`src/rtl/fdc_pkg.sv`:
```
package fdc_pkg;
  // Pulse numbers as seen on pulse_code
  localparam int P_LOAD  = 1;
  localparam int P_XFER  = 2;
  localparam int P_SKTR  = 3;
  localparam int P_SKERR = 4;
  localparam int P_SKDN  = 5;
  localparam int P_IEN   = 6;
  localparam int P_INIT  = 7;

  // Command word fields
  localparam int FUNC_LSB  = 1;
  localparam int DRIVE_BIT = 4;
  localparam int BYTE_BIT  = 6;
  localparam int DEN_BIT   = 8;

  typedef enum logic [2:0] {
    F_FILL   = 3'd0,
    F_EMPTY  = 3'd1,
    F_WRITE  = 3'd2,
    F_READ   = 3'd3,
    F_SETDEN = 3'd4,
    F_STATUS = 3'd5,
    F_WRDEL  = 3'd6,
    F_ECODE  = 3'd7
  } func_e;

  typedef enum logic [3:0] {
    S_IDLE, S_DISPATCH, S_CMD8, S_FILL, S_FILLW, S_EMPTY, S_EMPTYW,
    S_WSECT, S_WTRACK, S_MEDIA, S_CONF, S_DELAY, S_INITW
  } seq_state_e;

  localparam logic [7:0] CONFIRM_BYTE  = 8'h49;
  localparam logic [7:0] BAD_CONF_CODE = 8'hA8;
endpackage

```
`src/rtl/fdc_pulse_dec.sv`:
```
module fdc_pulse_dec #(
  parameter int CODE_W = 3,
  localparam int NSTB = (1 << CODE_W) - 1
) (
  input  logic              pulse_valid,
  input  logic [CODE_W-1:0] pulse_code,
  output logic [NSTB:1]     strobe
);
  // Code 0 is unused; every other code gets its own strobe
  for (genvar i = 1; i <= NSTB; i++) begin : g_stb
    assign strobe[i] = pulse_valid && (pulse_code == CODE_W'(i));
  end
endmodule

```
`src/rtl/fdc_cmd_reg.sv`:
```
module fdc_cmd_reg #(
  parameter int W = 12
) (
  input  logic         clk,
  input  logic         rst,
  input  logic         clr,
  input  logic         ld_full,
  input  logic         ld_low,
  input  logic         ld_high,
  input  logic [W-1:0] din,
  output logic [W-1:0] cmd
);
  always_ff @(posedge clk) begin
    if (rst || clr)   cmd <= '0;
    else if (ld_full) cmd <= din;
    else if (ld_low)  cmd <= {{(W-8){1'b0}}, din[7:0]};
    else if (ld_high) cmd[W-1:8] <= din[W-9:0];
  end
endmodule

```
`src/rtl/fdc_delay_timer.sv`:
```
module fdc_delay_timer #(
  parameter int CMD_DELAY = 16,
  localparam int CW = $clog2(CMD_DELAY + 1)
) (
  input  logic clk,
  input  logic rst,
  input  logic clr,
  input  logic start,
  output logic expired
);
  logic [CW-1:0] cnt;

  always_ff @(posedge clk) begin
    if (rst || clr)      cnt <= '0;
    else if (start)      cnt <= CW'(CMD_DELAY);
    else if (cnt != '0)  cnt <= cnt - 1'b1;
  end

  assign expired = (cnt == CW'(1));


  delay_count_chk: assert property (@(posedge clk) disable iff (rst)
    (!start && !clr && cnt != '0) |=> (cnt == $past(cnt) - CW'(1)));
endmodule

```
`src/rtl/fdc_host_seq.sv`:
```
module fdc_host_seq
  import fdc_pkg::*;
#(
  parameter int WORD_W    = 12,
  parameter int TRACK_W   = 8,
  parameter int SECT_W    = 7,
  parameter int CODE_W    = 8,
  parameter int STAT_W    = 8,
  parameter int CMD_DELAY = 16
) (
  input  logic               clk,
  input  logic               rst,
  input  logic               ext_mode,
  input  logic               pulse_valid,
  input  logic [2:0]         pulse_code,
  input  logic [WORD_W-1:0]  acc_in,
  output logic               resp_valid,
  output logic [WORD_W-1:0]  resp_acc,
  output logic               resp_skip,
  output logic               xfer_ready,
  output logic               err_flag,
  output logic               done_flag,
  output logic               irq,
  output logic [WORD_W-1:0]  data_reg,
  output logic [2:0]         cmd_func,
  output logic               cmd_drive,
  output logic               cmd_byte_mode,
  output logic               cmd_dbl_den,
  output logic               buf_clr,
  output logic               word_req,
  input  logic               word_ack,
  input  logic               word_last,
  input  logic [WORD_W-1:0]  word_data,
  output logic               med_start,
  output logic               med_init,
  output logic [TRACK_W-1:0] med_track,
  output logic [SECT_W-1:0]  med_sector,
  input  logic               med_done,
  input  logic [CODE_W-1:0]  med_err,
  input  logic [STAT_W-1:0]  status_in
);
  localparam int CFW = (CODE_W > 8) ? CODE_W : 8;

  logic [7:1] stb;
  logic p_ld, p_xdr, p_str, p_ser, p_sdn, p_ien, p_init;

  fdc_pulse_dec #(.CODE_W(3)) u_dec (
    .pulse_valid(pulse_valid), .pulse_code(pulse_code), .strobe(stb));

  assign p_ld   = stb[P_LOAD];
  assign p_xdr  = stb[P_XFER];
  assign p_str  = stb[P_SKTR];
  assign p_ser  = stb[P_SKERR];
  assign p_sdn  = stb[P_SKDN];
  assign p_ien  = stb[P_IEN];
  assign p_init = stb[P_INIT];

  // State and next-state registers
  seq_state_e          state_q, state_n;
  logic [WORD_W-1:0]   dbr_q, dbr_n, resp_acc_n;
  logic [TRACK_W-1:0]  track_q, track_n;
  logic [SECT_W-1:0]   sect_q, sect_n;
  logic [CODE_W-1:0]   ecode_q, ecode_n;
  logic tr_q, tr_n, err_q, err_n, done_q, done_n, ie_q, ie_n;
  logic resp_skip_n, buf_clr_n, word_req_n, med_start_n, med_init_n;

  // Command register controls
  logic [WORD_W-1:0] cmd;
  logic cmd_clr, cmd_full, cmd_low, cmd_high;
  logic dly_start, dly_exp;

  // Completion controls
  logic              fin, fin_keep;
  logic [CODE_W-1:0] fin_code;
  logic [WORD_W-1:0] rd_val;
  logic              two_part;

  fdc_cmd_reg #(.W(WORD_W)) u_cmd (
    .clk(clk), .rst(rst), .clr(cmd_clr), .ld_full(cmd_full),
    .ld_low(cmd_low), .ld_high(cmd_high), .din(acc_in), .cmd(cmd));

  fdc_delay_timer #(.CMD_DELAY(CMD_DELAY)) u_dly (
    .clk(clk), .rst(rst), .clr(p_init), .start(dly_start), .expired(dly_exp));

  assign cmd_func      = cmd[FUNC_LSB +: 3];
  assign cmd_drive     = cmd[DRIVE_BIT];
  assign cmd_byte_mode = cmd[BYTE_BIT];
  assign cmd_dbl_den   = cmd[DEN_BIT];

  assign rd_val   = cmd_byte_mode ? {acc_in[WORD_W-1:8], acc_in[7:0] | dbr_q[7:0]} : dbr_q;
  assign two_part = ext_mode && acc_in[BYTE_BIT];

  always_comb begin
    state_n = state_q;  dbr_n = dbr_q;  track_n = track_q;  sect_n = sect_q;
    ecode_n = ecode_q;  tr_n = tr_q;    err_n = err_q;      done_n = done_q;
    ie_n = ie_q;
    resp_acc_n = acc_in; resp_skip_n = 1'b0;
    buf_clr_n = 1'b0; word_req_n = 1'b0; med_start_n = 1'b0; med_init_n = 1'b0;
    cmd_clr = 1'b0; cmd_full = 1'b0; cmd_low = 1'b0; cmd_high = 1'b0;
    dly_start = 1'b0;
    fin = 1'b0; fin_keep = 1'b0; fin_code = '0;

    // Flag tests consume the old flag value; events below may set it again
    if (p_str && tr_q)   begin tr_n   = 1'b0; resp_skip_n = 1'b1; end
    if (p_ser && err_q)  begin err_n  = 1'b0; resp_skip_n = 1'b1; end
    if (p_sdn && done_q) begin done_n = 1'b0; resp_skip_n = 1'b1; end
    if (p_ien) ie_n = acc_in[0];

    unique case (state_q)
      S_IDLE: begin
        if (p_xdr) resp_acc_n = rd_val;
        if (p_ld) begin
          done_n = 1'b0; err_n = 1'b0; buf_clr_n = 1'b1; resp_acc_n = '0;
          if (two_part) begin
            cmd_low = 1'b1; dbr_n = {{(WORD_W-8){1'b0}}, acc_in[7:0]};
            tr_n = 1'b1; state_n = S_CMD8;
          end else begin
            cmd_full = 1'b1; dbr_n = acc_in; tr_n = 1'b0; state_n = S_DISPATCH;
          end
        end
      end
      S_DISPATCH: begin
        if (p_xdr) resp_acc_n = rd_val;
        unique case (func_e'(cmd_func))
          F_FILL:  begin tr_n = 1'b1; state_n = S_FILL; end
          F_EMPTY: begin word_req_n = 1'b1; state_n = S_EMPTYW; end
          F_WRITE, F_READ, F_WRDEL: begin tr_n = 1'b1; state_n = S_WSECT; end
          F_SETDEN: begin
            if (ext_mode) begin tr_n = 1'b1; state_n = S_CONF; end
            else begin dly_start = 1'b1; state_n = S_DELAY; end
          end
          default: begin dly_start = 1'b1; state_n = S_DELAY; end
        endcase
      end
      S_CMD8: if (p_xdr) begin
        dbr_n = {{(WORD_W-8){1'b0}}, dbr_q[7:0]};
        cmd_high = 1'b1; state_n = S_DISPATCH;
      end
      S_FILL: if (p_xdr) begin
        dbr_n = acc_in; word_req_n = 1'b1; state_n = S_FILLW;
      end
      S_FILLW: begin
        if (p_xdr) resp_acc_n = rd_val;
        if (word_ack) begin
          if (word_last) fin = 1'b1;
          else begin tr_n = 1'b1; state_n = S_FILL; end
        end
      end
      S_EMPTY: if (p_xdr) begin
        resp_acc_n = rd_val; word_req_n = 1'b1; state_n = S_EMPTYW;
      end
      S_EMPTYW: begin
        if (p_xdr) resp_acc_n = rd_val;
        if (word_ack) begin
          if (word_last) fin = 1'b1;
          else begin dbr_n = word_data; tr_n = 1'b1; state_n = S_EMPTY; end
        end
      end
      S_WSECT: if (p_xdr) begin
        dbr_n = acc_in; sect_n = acc_in[SECT_W-1:0]; tr_n = 1'b1; state_n = S_WTRACK;
      end
      S_WTRACK: if (p_xdr) begin
        dbr_n = acc_in; track_n = acc_in[TRACK_W-1:0];
        med_start_n = 1'b1; state_n = S_MEDIA;
      end
      S_CONF: if (p_xdr) begin
        dbr_n = acc_in;
        if (acc_in[7:0] != CONFIRM_BYTE) begin
          fin = 1'b1; fin_code = CODE_W'(CFW'(BAD_CONF_CODE));
        end else begin
          med_start_n = 1'b1; state_n = S_MEDIA;
        end
      end
      S_MEDIA, S_INITW: begin
        if (p_xdr) resp_acc_n = rd_val;
        if (med_done) begin fin = 1'b1; fin_code = med_err; end
      end
      S_DELAY: begin
        if (p_xdr) resp_acc_n = rd_val;
        if (dly_exp) begin fin = 1'b1; fin_keep = (func_e'(cmd_func) == F_ECODE); end
      end
      default: state_n = S_IDLE;
    endcase

    if (fin) begin
      state_n = S_IDLE; done_n = 1'b1;
      if (fin_code != '0) err_n = 1'b1;
      if (fin_keep) dbr_n = {{(WORD_W-CODE_W){1'b0}}, ecode_q};
      else begin
        ecode_n = fin_code;
        dbr_n = {{(WORD_W-STAT_W){1'b0}}, status_in};
      end
    end

    if (p_init) begin
      state_n = S_INITW; dbr_n = '0; track_n = '0; sect_n = '0; ecode_n = '0;
      tr_n = 1'b0; err_n = 1'b0; done_n = 1'b0; ie_n = 1'b0;
      cmd_clr = 1'b1; cmd_full = 1'b0; cmd_low = 1'b0; cmd_high = 1'b0;
      dly_start = 1'b0; word_req_n = 1'b0; med_start_n = 1'b0;
      med_init_n = 1'b1; buf_clr_n = 1'b1;
    end
  end

  always_ff @(posedge clk) begin
    if (rst) begin
      state_q <= S_IDLE; dbr_q <= '0; track_q <= '0; sect_q <= '0; ecode_q <= '0;
      tr_q <= 1'b0; err_q <= 1'b0; done_q <= 1'b0; ie_q <= 1'b0;
      resp_valid <= 1'b0; resp_acc <= '0; resp_skip <= 1'b0;
      buf_clr <= 1'b0; word_req <= 1'b0; med_start <= 1'b0; med_init <= 1'b0;
    end else begin
      state_q <= state_n; dbr_q <= dbr_n; track_q <= track_n; sect_q <= sect_n;
      ecode_q <= ecode_n; tr_q <= tr_n; err_q <= err_n; done_q <= done_n;
      ie_q <= ie_n;
      resp_valid <= pulse_valid; resp_acc <= resp_acc_n; resp_skip <= resp_skip_n;
      buf_clr <= buf_clr_n; word_req <= word_req_n;
      med_start <= med_start_n; med_init <= med_init_n;
    end
  end

  assign xfer_ready = tr_q;
  assign err_flag   = err_q;
  assign done_flag  = done_q;
  assign irq        = done_q && ie_q;
  assign data_reg   = dbr_q;
  assign med_track  = track_q;
  assign med_sector = sect_q;


  busy_load_ignored_chk: assert property (@(posedge clk) disable iff (rst)
    (p_ld && !p_init && state_q != S_IDLE) |=> $stable(cmd));

  skip_needs_flag_chk: assert property (@(posedge clk) disable iff (rst)
    (p_str && !tr_q) |=> !resp_skip);

  err_with_done_chk: assert property (@(posedge clk) disable iff (rst)
    $rose(err_q) |-> $rose(done_q));

  irq_idle_chk: assert property (@(posedge clk) disable iff (rst)
    $rose(irq) |-> (state_q == S_IDLE));

  one_strobe_chk: assert property (@(posedge clk) disable iff (rst)
    $onehot0({word_req, med_start, med_init}));

  start_in_media_chk: assert property (@(posedge clk) disable iff (rst)
    med_start |-> (state_q == S_MEDIA));
endmodule

```
`config.mk`:
```
export PLATFORM = sky130hd
export DESIGN_NAME = fdc_host_seq
export DESIGN_NICKNAME = d
export VERILOG_FILES = /design/src/rtl/fdc_pkg.sv /design/src/rtl/fdc_pulse_dec.sv /design/src/rtl/fdc_cmd_reg.sv /design/src/rtl/fdc_delay_timer.sv /design/src/rtl/fdc_host_seq.sv
export SDC_FILE = /design/constraint.sdc
export NUM_CORES = 1
export LEC_CHECK = 0
export BUFFER_PORTS_ARGS = -buffer_cell sky130_fd_sc_hd__buf_4
export CORE_MARGIN = 2
export CORE_UTILIZATION = 53
export DETAILED_ROUTE_END_ITERATION = 7
export HOLD_SLACK_MARGIN = 0.03
export PLACE_DENSITY = 0.8
export SYNTH_ARGS = -nofsm -noshare
export SYNTH_HDL_FRONTEND = slang
export SYNTH_HIERARCHICAL = 1
export SYNTH_SLANG_ARGS = --single-unit
```
`constraint.sdc`:
```
create_clock -name clk -period 2.55 [get_ports clk]
set_input_delay 0.1275 -clock clk [delete_from_list [all_inputs] [get_ports clk]]
set_output_delay 0.1275 -clock clk [all_outputs]
set_load 0.01 [all_outputs]
```
==> flow_summary.ini, run 1 <==
[run_status]
outcome = finished, final reports clean

[worst_setup_path]
crit_family = compound AO/OA/AOI/OAI gates
worst_ep_required_time_ps = 2760
max_stage_delay_ps = 530
cp_cell_sequence = dlygate4sd3_1, buf_4, and4bb_2, and2_1, a211oi_1, o31a_1, nor2_1, a211oi_1, a211oi_2
ff2ff_path_depth = 9
critPathBufInv = 2
path_max_fanout = 16
end_kind = flop
r2r_start = u_dly/cnt[0]
slowest_stage = dlygate4sd3_1
r2r_slack_ps = 340
worstSetupPathType = input port to flop
start_kind = input port
arrival_ps = 2560
cp_common_cell = a211oi_1
timing.rr.end = ecode_q[4]

[grt]
grt_pass1_vias = 3447
grt_pass1_wl_um = 17200
grt_max_degree = 23
globalRouteTotalUtil_pct = 29.0
antenna_found_initial = 0
overflow = 0

[worst_hold_path]
worstHoldStart = acc_in[11]
hp-class = input port to flop
min_to = resp_acc[11]
min_path_cells = 3

[placement]
post-place-cells = 585
dpl.hpwl_um = 7840
gp_congestion = 1.02
io_buffers = 104

[drt]
routed_wl_um = 10800
drtIter0Drc = 296
firstDrtPassIters = 5
vias_per_cell = 6.00
route.vias.total = 3643
drc = 0
ant_nets = 0
routedWlPerCell_um = 17.7

[sta]
slew_headroom_pct = 47.5
worst_pin_slew_ps = 781
fin_setup_tns_ps = 0
finalSetupViolCount = 0
worst_clock_skew_ps = 10.1
rsz0062_at_grt = no
max_freq_mhz = 425
slew_violations = 0
hold_ws_ps = 32.0
period_minus_slack_ps = 2350
fin_crit_sh_pct = 92.2
hold_viol_final = 0

[flow_run]
drv_cap = 0

[logic_synthesis]
syn-mean-instance-area_um2 = 8.94
synth_fp_nets = 462
yosys_warnings = 6
syn_area_um2 = 3660
netlist_instances = 410

[power]
p_leak_nw = 2.04
fin_total_pwr_mw = 3.75
peakVddDrop_mv = 0.482
p_per_area_nw_per_um2 = 777

[floorplanning]
die_height_um = 87.2
die_x_um = 87.2
boundaryPins = 105
rows = 30
core_area_um2 = 6760
die_area_um2 = 7600
start_util_pct = 54.2

[clock_tree]
clk_path_buf_depth = 2
cts-root-buf = clkbuf_8
path_clk_slew_ps = 80
cts_tree = done
clock_sinks = 72
htree_levels = 3
clkLatencyLatePin_ps = 350
cts_resized = 0
cts-buffers-inserted = 9
cts_setup_buffers = 0

[cells_and_area]
drive_gt1_share_pct = 32.1
final_nets = 574
area_growth_pct = 31.6
antennaDiodeCount = 0
final_cells = 607
==> worst max path at each step <==
stage | depth (start not counted) | endpoint | start | slack, ps
3_3_place_gp | 7 | resp_acc[1] | state_q[2] | 390
2_1_floorplan | 8 | u_cmd/cmd[1] | state_q[3] | 780
3_5_place_dp | 7 | data_reg[4] | state_q[2] | 420
5_1_grt | 9 | data_reg[3] | pulse_valid | 70
6_report | 9 | data_reg[3] | pulse_valid | 200
4_1_cts | 9 | data_reg[4] | pulse_valid | 250
==> report_power, final <==
group          total (mW)  switching, mW  internal (mW)
registers            1.38          0.135           1.25
logic                1.33          0.725          0.608
clock network        1.04          0.477          0.559
==> layer usage <==
| metal | up-vias | global-route usage (%) | wire, um |
|---|---|---|---|
| met5 | - | 0 | 0 |
| met2 | 193 | 46.0 | 5100 |
| met4 | 0 | 11.5 | 297 |
| li1 | 1714 | - | - |
| met1 | 1710 | 37.8 | 4470 |
| met3 | 26 | 7.30 | 887 |
==> worst register-to-register path: cells and delay by family (launching register included) <==
kind / cells / cell delay (ps)
flip-flops: 1 / 400
AO/OA/AOI/OAI: 2 / 560
adder cells (fa/ha/maj): 1 / 170
buffers and inverters: 3 / 480
AND/OR/NAND/NOR: 3 / 540
==> stage by stage <==
step                setup slack [ps]  util (%)  area (um2)
global placement                 392      67.2        4540
global route                    71.3      71.4        4820
CTS                              248      71.4        4820
floorplan                        779         -        3660
detailed placement               416      67.2        4540
finish                           200      71.4        4820
==> layout by cell type, fill, tap and decap left out, drive strengths merged, types with 5 or more instances in the layout <==
cell type / instances
buf: 122
dfxtp: 72
nor2: 69
mux2i: 30
a22oi: 26
a21oi: 26
a211oi: 23
nand2: 21
inv: 14
nor2b: 9
clkbuf: 9
nor3: 8
nand2b: 6
dlygate4sd3: 6
o21ai: 6
and2: 5
a22o: 5
==> timing repair <==
action | in CTS | in global routing
hold endpoints to repair | 6 | 0
setup endpoints to repair | 0 | 0
hold buffers | 6 | 0
==> final cells by class <==
type,instances,area [um2]
clock buffer,9,124
multi-input combinational,299,2040
inverter,12,45.0
tap,80,100
sequential,72,1440
clock inverter,7,101
fill,521,1930
timing repair buffer,128,976
Power figures use the tool's default switching activity.
==> inputs of run 2 (changes only) <==
--- a/config.mk
+++ b/config.mk
@@ -5,9 +5,10 @@
 export SDC_FILE = /design/constraint.sdc
 export NUM_CORES = 1
 export LEC_CHECK = 0
+export ABC_AREA = 1
 export BUFFER_PORTS_ARGS = -buffer_cell sky130_fd_sc_hd__buf_4
 export CORE_MARGIN = 2
-export CORE_UTILIZATION = 53
+export CORE_UTILIZATION = 54
 export DETAILED_ROUTE_END_ITERATION = 7
 export HOLD_SLACK_MARGIN = 0.03
 export PLACE_DENSITY = 0.8
==> run 2 against run 1 <==
Worst hold slack improved by 5.9 ps. Worst setup slack gained 93 ps. Sequential share of layout area fell by 2.2 points. Largest power group is now combinational cells.
==> flow_summary.ini, run 2 <==
[power]
internal_power_mw = 2.79
p_leak_nw = 2.62
power_switching_mw = 2.32
switching_share_pct = 45.4
power_frac_comb_pct = 50.8
peakVddDrop_mv = 0.604
clockPowerShare_pct = 18.4
pwr-share-seq_pct = 30.8
p_per_area_nw_per_um2 = 984
fin_total_pwr_mw = 5.12

[floorplanning]
die_area_um2 = 8390
rows = 31
core_area_um2 = 7330
boundaryPins = 105
die_x_um = 91.6
die_height_um = 91.6
start_util_pct = 56.5

[clock_tree]
path_clk_slew_ps = 80
clk_path_buf_depth = 2
cts-root-buf = clkbuf_8
clkLatencyLatePin_ps = 360
clock_sinks = 72
cts_tree = done
htree_levels = 3
cts-buffers-inserted = 9

[worst_setup_path]
arrival_ps = 2510
worstSetupPathType = flop to flop
path_max_fanout = 12
start_kind = flop
worst_ep_required_time_ps = 2800
end_kind = flop

[sta]
slew_headroom_pct = 52.9
hold_viol_final = 0
max_freq_mhz = 443
fin_setup_tns_ps = 0
slew_violations = 0
worst_clock_skew_ps = 11.0
rsz0062_at_grt = no
fin_crit_sh_pct = 88.5
period_minus_slack_ps = 2260
finalSetupViolCount = 0
worst_pin_slew_ps = 689

[grt]
grt_pass1_wl_um = 20400
antenna_found_initial = 0
grt_max_degree = 21
overflow = 0
grt_pass1_vias = 4209
globalRouteTotalUtil_pct = 30.9

[logic_synthesis]
syn-mean-instance-area_um2 = 6.38
yosys_warnings = 6
netlist_instances = 650
synth_fp_nets = 702
syn_area_um2 = 4140

[cells_and_area]
final_cells = 860
area_growth_pct = 25.5
final_common_cell = nand2_1
final_core_util_pct = 71.0
fin_area_um2 = 5200
drive_gt1_share_pct = 23.8
antennaDiodeCount = 0
final_cell_mix = 197 x nand2_1, 116 x buf_4, 82 x nor2_1, 72 x dfxtp_1, 58 x inv_1
final_nets = 808

[drt]
route.vias.total = 4657
vias_per_cell = 5.42
routed_wl_um = 12900
routedWlPerCell_um = 15.0
ant_nets = 0
drtIter0Drc = 335
firstDrtPassIters = 5
drc = 0

[placement]
post-place-cells = 842
gp_congestion = 1.05
dpl.hpwl_um = 10000
io_buffers = 104
placed_area_um2 = 4980

[worst_hold_path]
hp-class = input port to flop

[flow_run]
drv_cap = 0

[run_status]
outcome = finished, final reports clean
[run 2: timing repair]
action,4_1_cts,5_1_grt
hold buffers,2,0
endpoints found under the setup margin,0,2
setup buffers,0,0
gates resized for setup,0,1
hold endpoints to repair,2,0
[run 2: final timing paths]
check        cells after the start  slack (ps)      endpoint          from
max reg2reg                     11         290    ecode_q[7]  u_dly/cnt[1]
min                              3          40  resp_acc[10]    acc_in[10]
max                             11         290    ecode_q[7]  u_dly/cnt[1]
min reg2reg                      2         470    ecode_q[6]    ecode_q[6]
[run 2: cell type report]
cell class                 count  area, um2
clock buffer                   9        124
clock inverter                 7       77.6
fill                         663       2130
inverter                      69        259
multi-input combinational    486       2280
sequential                    72       1440
tap                           99        124
timing repair buffer         118        891
[run 2: stage by stage]
step	hold WS, ps	setup WS [ps]
finish	37.9	293
global placement	377	378
detailed placement	377	296
global route	41.3	38.2
floorplan	234	813
CTS	34.2	288
[run 2: worst max-delay path, cell delays in order, from the launching register on]
cell	delay, ps
dfxtp_1	300
inv_1	120
ha_1	160
nand2_1	50
nor2_1	120
inv_1	80
nor3_4	390
nor2_2	90
nand3_1	320
nand2_1	280
a21oi_1	200
nor2_1	50
[run 2: layer usage]
| layer | vias up | part of all wire (%) | global-route usage (%) |
|---|---|---|---|
| met5 | - | 0 | 0 |
| met4 | 0 | 1.7 | 9.34 |
| met3 | 26 | 8.4 | 6.14 |
| met2 | 222 | 47 | 50.8 |
| met1 | 2124 | 43 | 40.9 |
| li1 | 2285 | - | - |
[run 2: power groups by stage]
stage	clock network [mW]	registers [mW]	logic, mW
finish	0.942	1.57	2.60
global route	1.01	1.60	2.88
CTS	0.946	1.57	2.57
detailed placement	0	1.59	2.55
global placement	0	1.58	2.51
floorplan	0	1.60	1.77
==> inputs of run 3 (changes only) <==
==> constraint.sdc (replaced) <==
create_clock -name clk -period 2.2 [get_ports clk]
set_input_delay 0.11 -clock clk [delete_from_list [all_inputs] [get_ports clk]]
set_output_delay 0.11 -clock clk [all_outputs]
set_load 0.01 [all_outputs]
==> run 3 against run 2 <==
Sequential share of layout area fell by 0.81 points. Non-clock buffer count increased by 16. Worst hold slack worse by 11 ps. Critical endpoint is now u_cmd/cmd[8]. Largest cell class unchanged. Largest power group unchanged. Highest routed layer unchanged.
==> flow_summary.ini, run 3 (synthesized netlist as in run 2, its figures left out) <==
[placement]
gp_congestion = 0.920
post-place-cells = 851
dpl.hpwl_um = 10100
placed_area_um2 = 5040
io_buffers = 104

[cells_and_area]
final_common_cell = nand2_1
final_nets = 824
final_cells = 876
final_cell_mix = 196 x nand2_1, 125 x buf_4, 82 x nor2_1, 72 x dfxtp_1, 58 x inv_1
drive_gt1_share_pct = 25.1
fin_area_um2 = 5360
area_growth_pct = 29.3
antennaDiodeCount = 0

[worst_setup_path]
end_kind = flop
worstSetupPathType = flop to flop
arrival_ps = 2320
start_kind = flop
path_max_fanout = 8
cp_common_cell = nor2_1
slowest_stage = dfxtp_1
cp_cell_sequence = buf_4, nor2_1, inv_1, nor2_2, nand2_1, nor3_2, nor2_4, a21boi_0, nor2_1
worst_ep_required_time_ps = 2460
max_stage_delay_ps = 390

[clock_tree]
path_clk_slew_ps = 90
cts-root-buf = clkbuf_8
cts-buffers-inserted = 9
htree_levels = 3
clk_path_buf_depth = 2
cts_tree = done
clock_sinks = 72
clkLatencyLatePin_ps = 370
cts_setup_buffers = 0

[sta]
fin_setup_tns_ps = 0
hold_ws_ps = 26.8
slew_violations = 0
rsz0062_at_grt = no
slew_headroom_pct = 61.7
hold_viol_final = 0
worst_pin_slew_ps = 574
worst_clock_skew_ps = 13.1
finalSetupViolCount = 0
max_freq_mhz = 485
fin_crit_sh_pct = 93.8
period_minus_slack_ps = 2060

[power]
p_per_area_nw_per_um2 = 1120
p_leak_nw = 2.71
peakVddDrop_mv = 0.683
fin_total_pwr_mw = 5.98

[drt]
vias_per_cell = 5.44
routedWlPerCell_um = 15.2
drtIter0Drc = 318
routed_wl_um = 13400
firstDrtPassIters = 5
route.vias.total = 4767
drc = 0
ant_nets = 0

[floorplanning]
die_area_um2 = 8390
die_x_um = 91.6
rows = 31
boundaryPins = 105
start_util_pct = 56.5
core_area_um2 = 7330
die_height_um = 91.6

[grt]
globalRouteTotalUtil_pct = 32.3
grt_max_degree = 21
grt_pass1_vias = 4484
antenna_found_initial = 0
grt_pass1_wl_um = 21400
overflow = 0

[worst_hold_path]
hp-class = input port to flop

[flow_run]
drv_cap = 0

[run_status]
outcome = finished, final reports clean
==> run 3: cell types whose count changed in the layout (fill, tap and decap cells not counted), moves of 2 or more <==
cell	previous run	this run
nor3_1	5	3
nor3_2	0	2
dlygate4sd3_1	2	9
buf_4	116	125
==> run 3: per-stage QoR <==
step | util (%) | setup WS, ps
finish | 73.1 | 137
CTS | 72.8 | 65.0
detailed placement | 68.8 | 93.7
global placement | 68.8 | 135
global route | 73.1 | 18.2
floorplan | - | 463
==> run 3: power breakdown <==
group | leakage [nW] | switching [mW] | internal (mW)
Clock | 0.106 | 0.565 | 0.537
Combinational | 2.02 | 1.91 | 1.15
Sequential | 0.588 | 0.232 | 1.59
==> run 3: layer usage <==
metal | GRT usage (%) | part of all wire (%) | vias up
met3 | 6.06 | 7.7 | 40
met4 | 12.6 | 2.8 | 0
li1 | - | - | 2317
met1 | 40.3 | 42 | 2162
met2 | 55.0 | 48 | 248
met5 | 0 | 0 | -
==> run 3: worst paths after layout <==
check,from,slack (ps),endpoint,cells past startpoint
worst max-delay path,state_q[0],140,u_cmd/cmd[8],9
worst min-delay path,acc_in[5],30,resp_acc[5],3
worst max register to register,state_q[0],140,u_cmd/cmd[8],9
worst min register to register,med_sector[0],470,med_sector[0],2
==> run 3: area by class of cell <==
type	instances	area (um2)
multi-input combinational	486	2300
fill	633	1970
sequential	72	1440
timing repair buffer	134	1030
inverter	69	259
clock buffer	9	124
tap	99	124
clock inverter	7	77.6
==> run 3: repair_timing <==
action,4_1_cts,5_1_grt
endpoints found under the setup margin,0,10
hold buffers,9,0
gates resized for setup,0,6
endpoints found under the hold margin,9,0
==> run 3: critical path, delay by kind of cell (launching register included) <==
family / cells / cell delay (ps)
AOI/OAI and AO/OA: 1 / 200
buffers and inverters: 2 / 270
DFF: 1 / 390
and+or+nand+nor: 6 / 1090
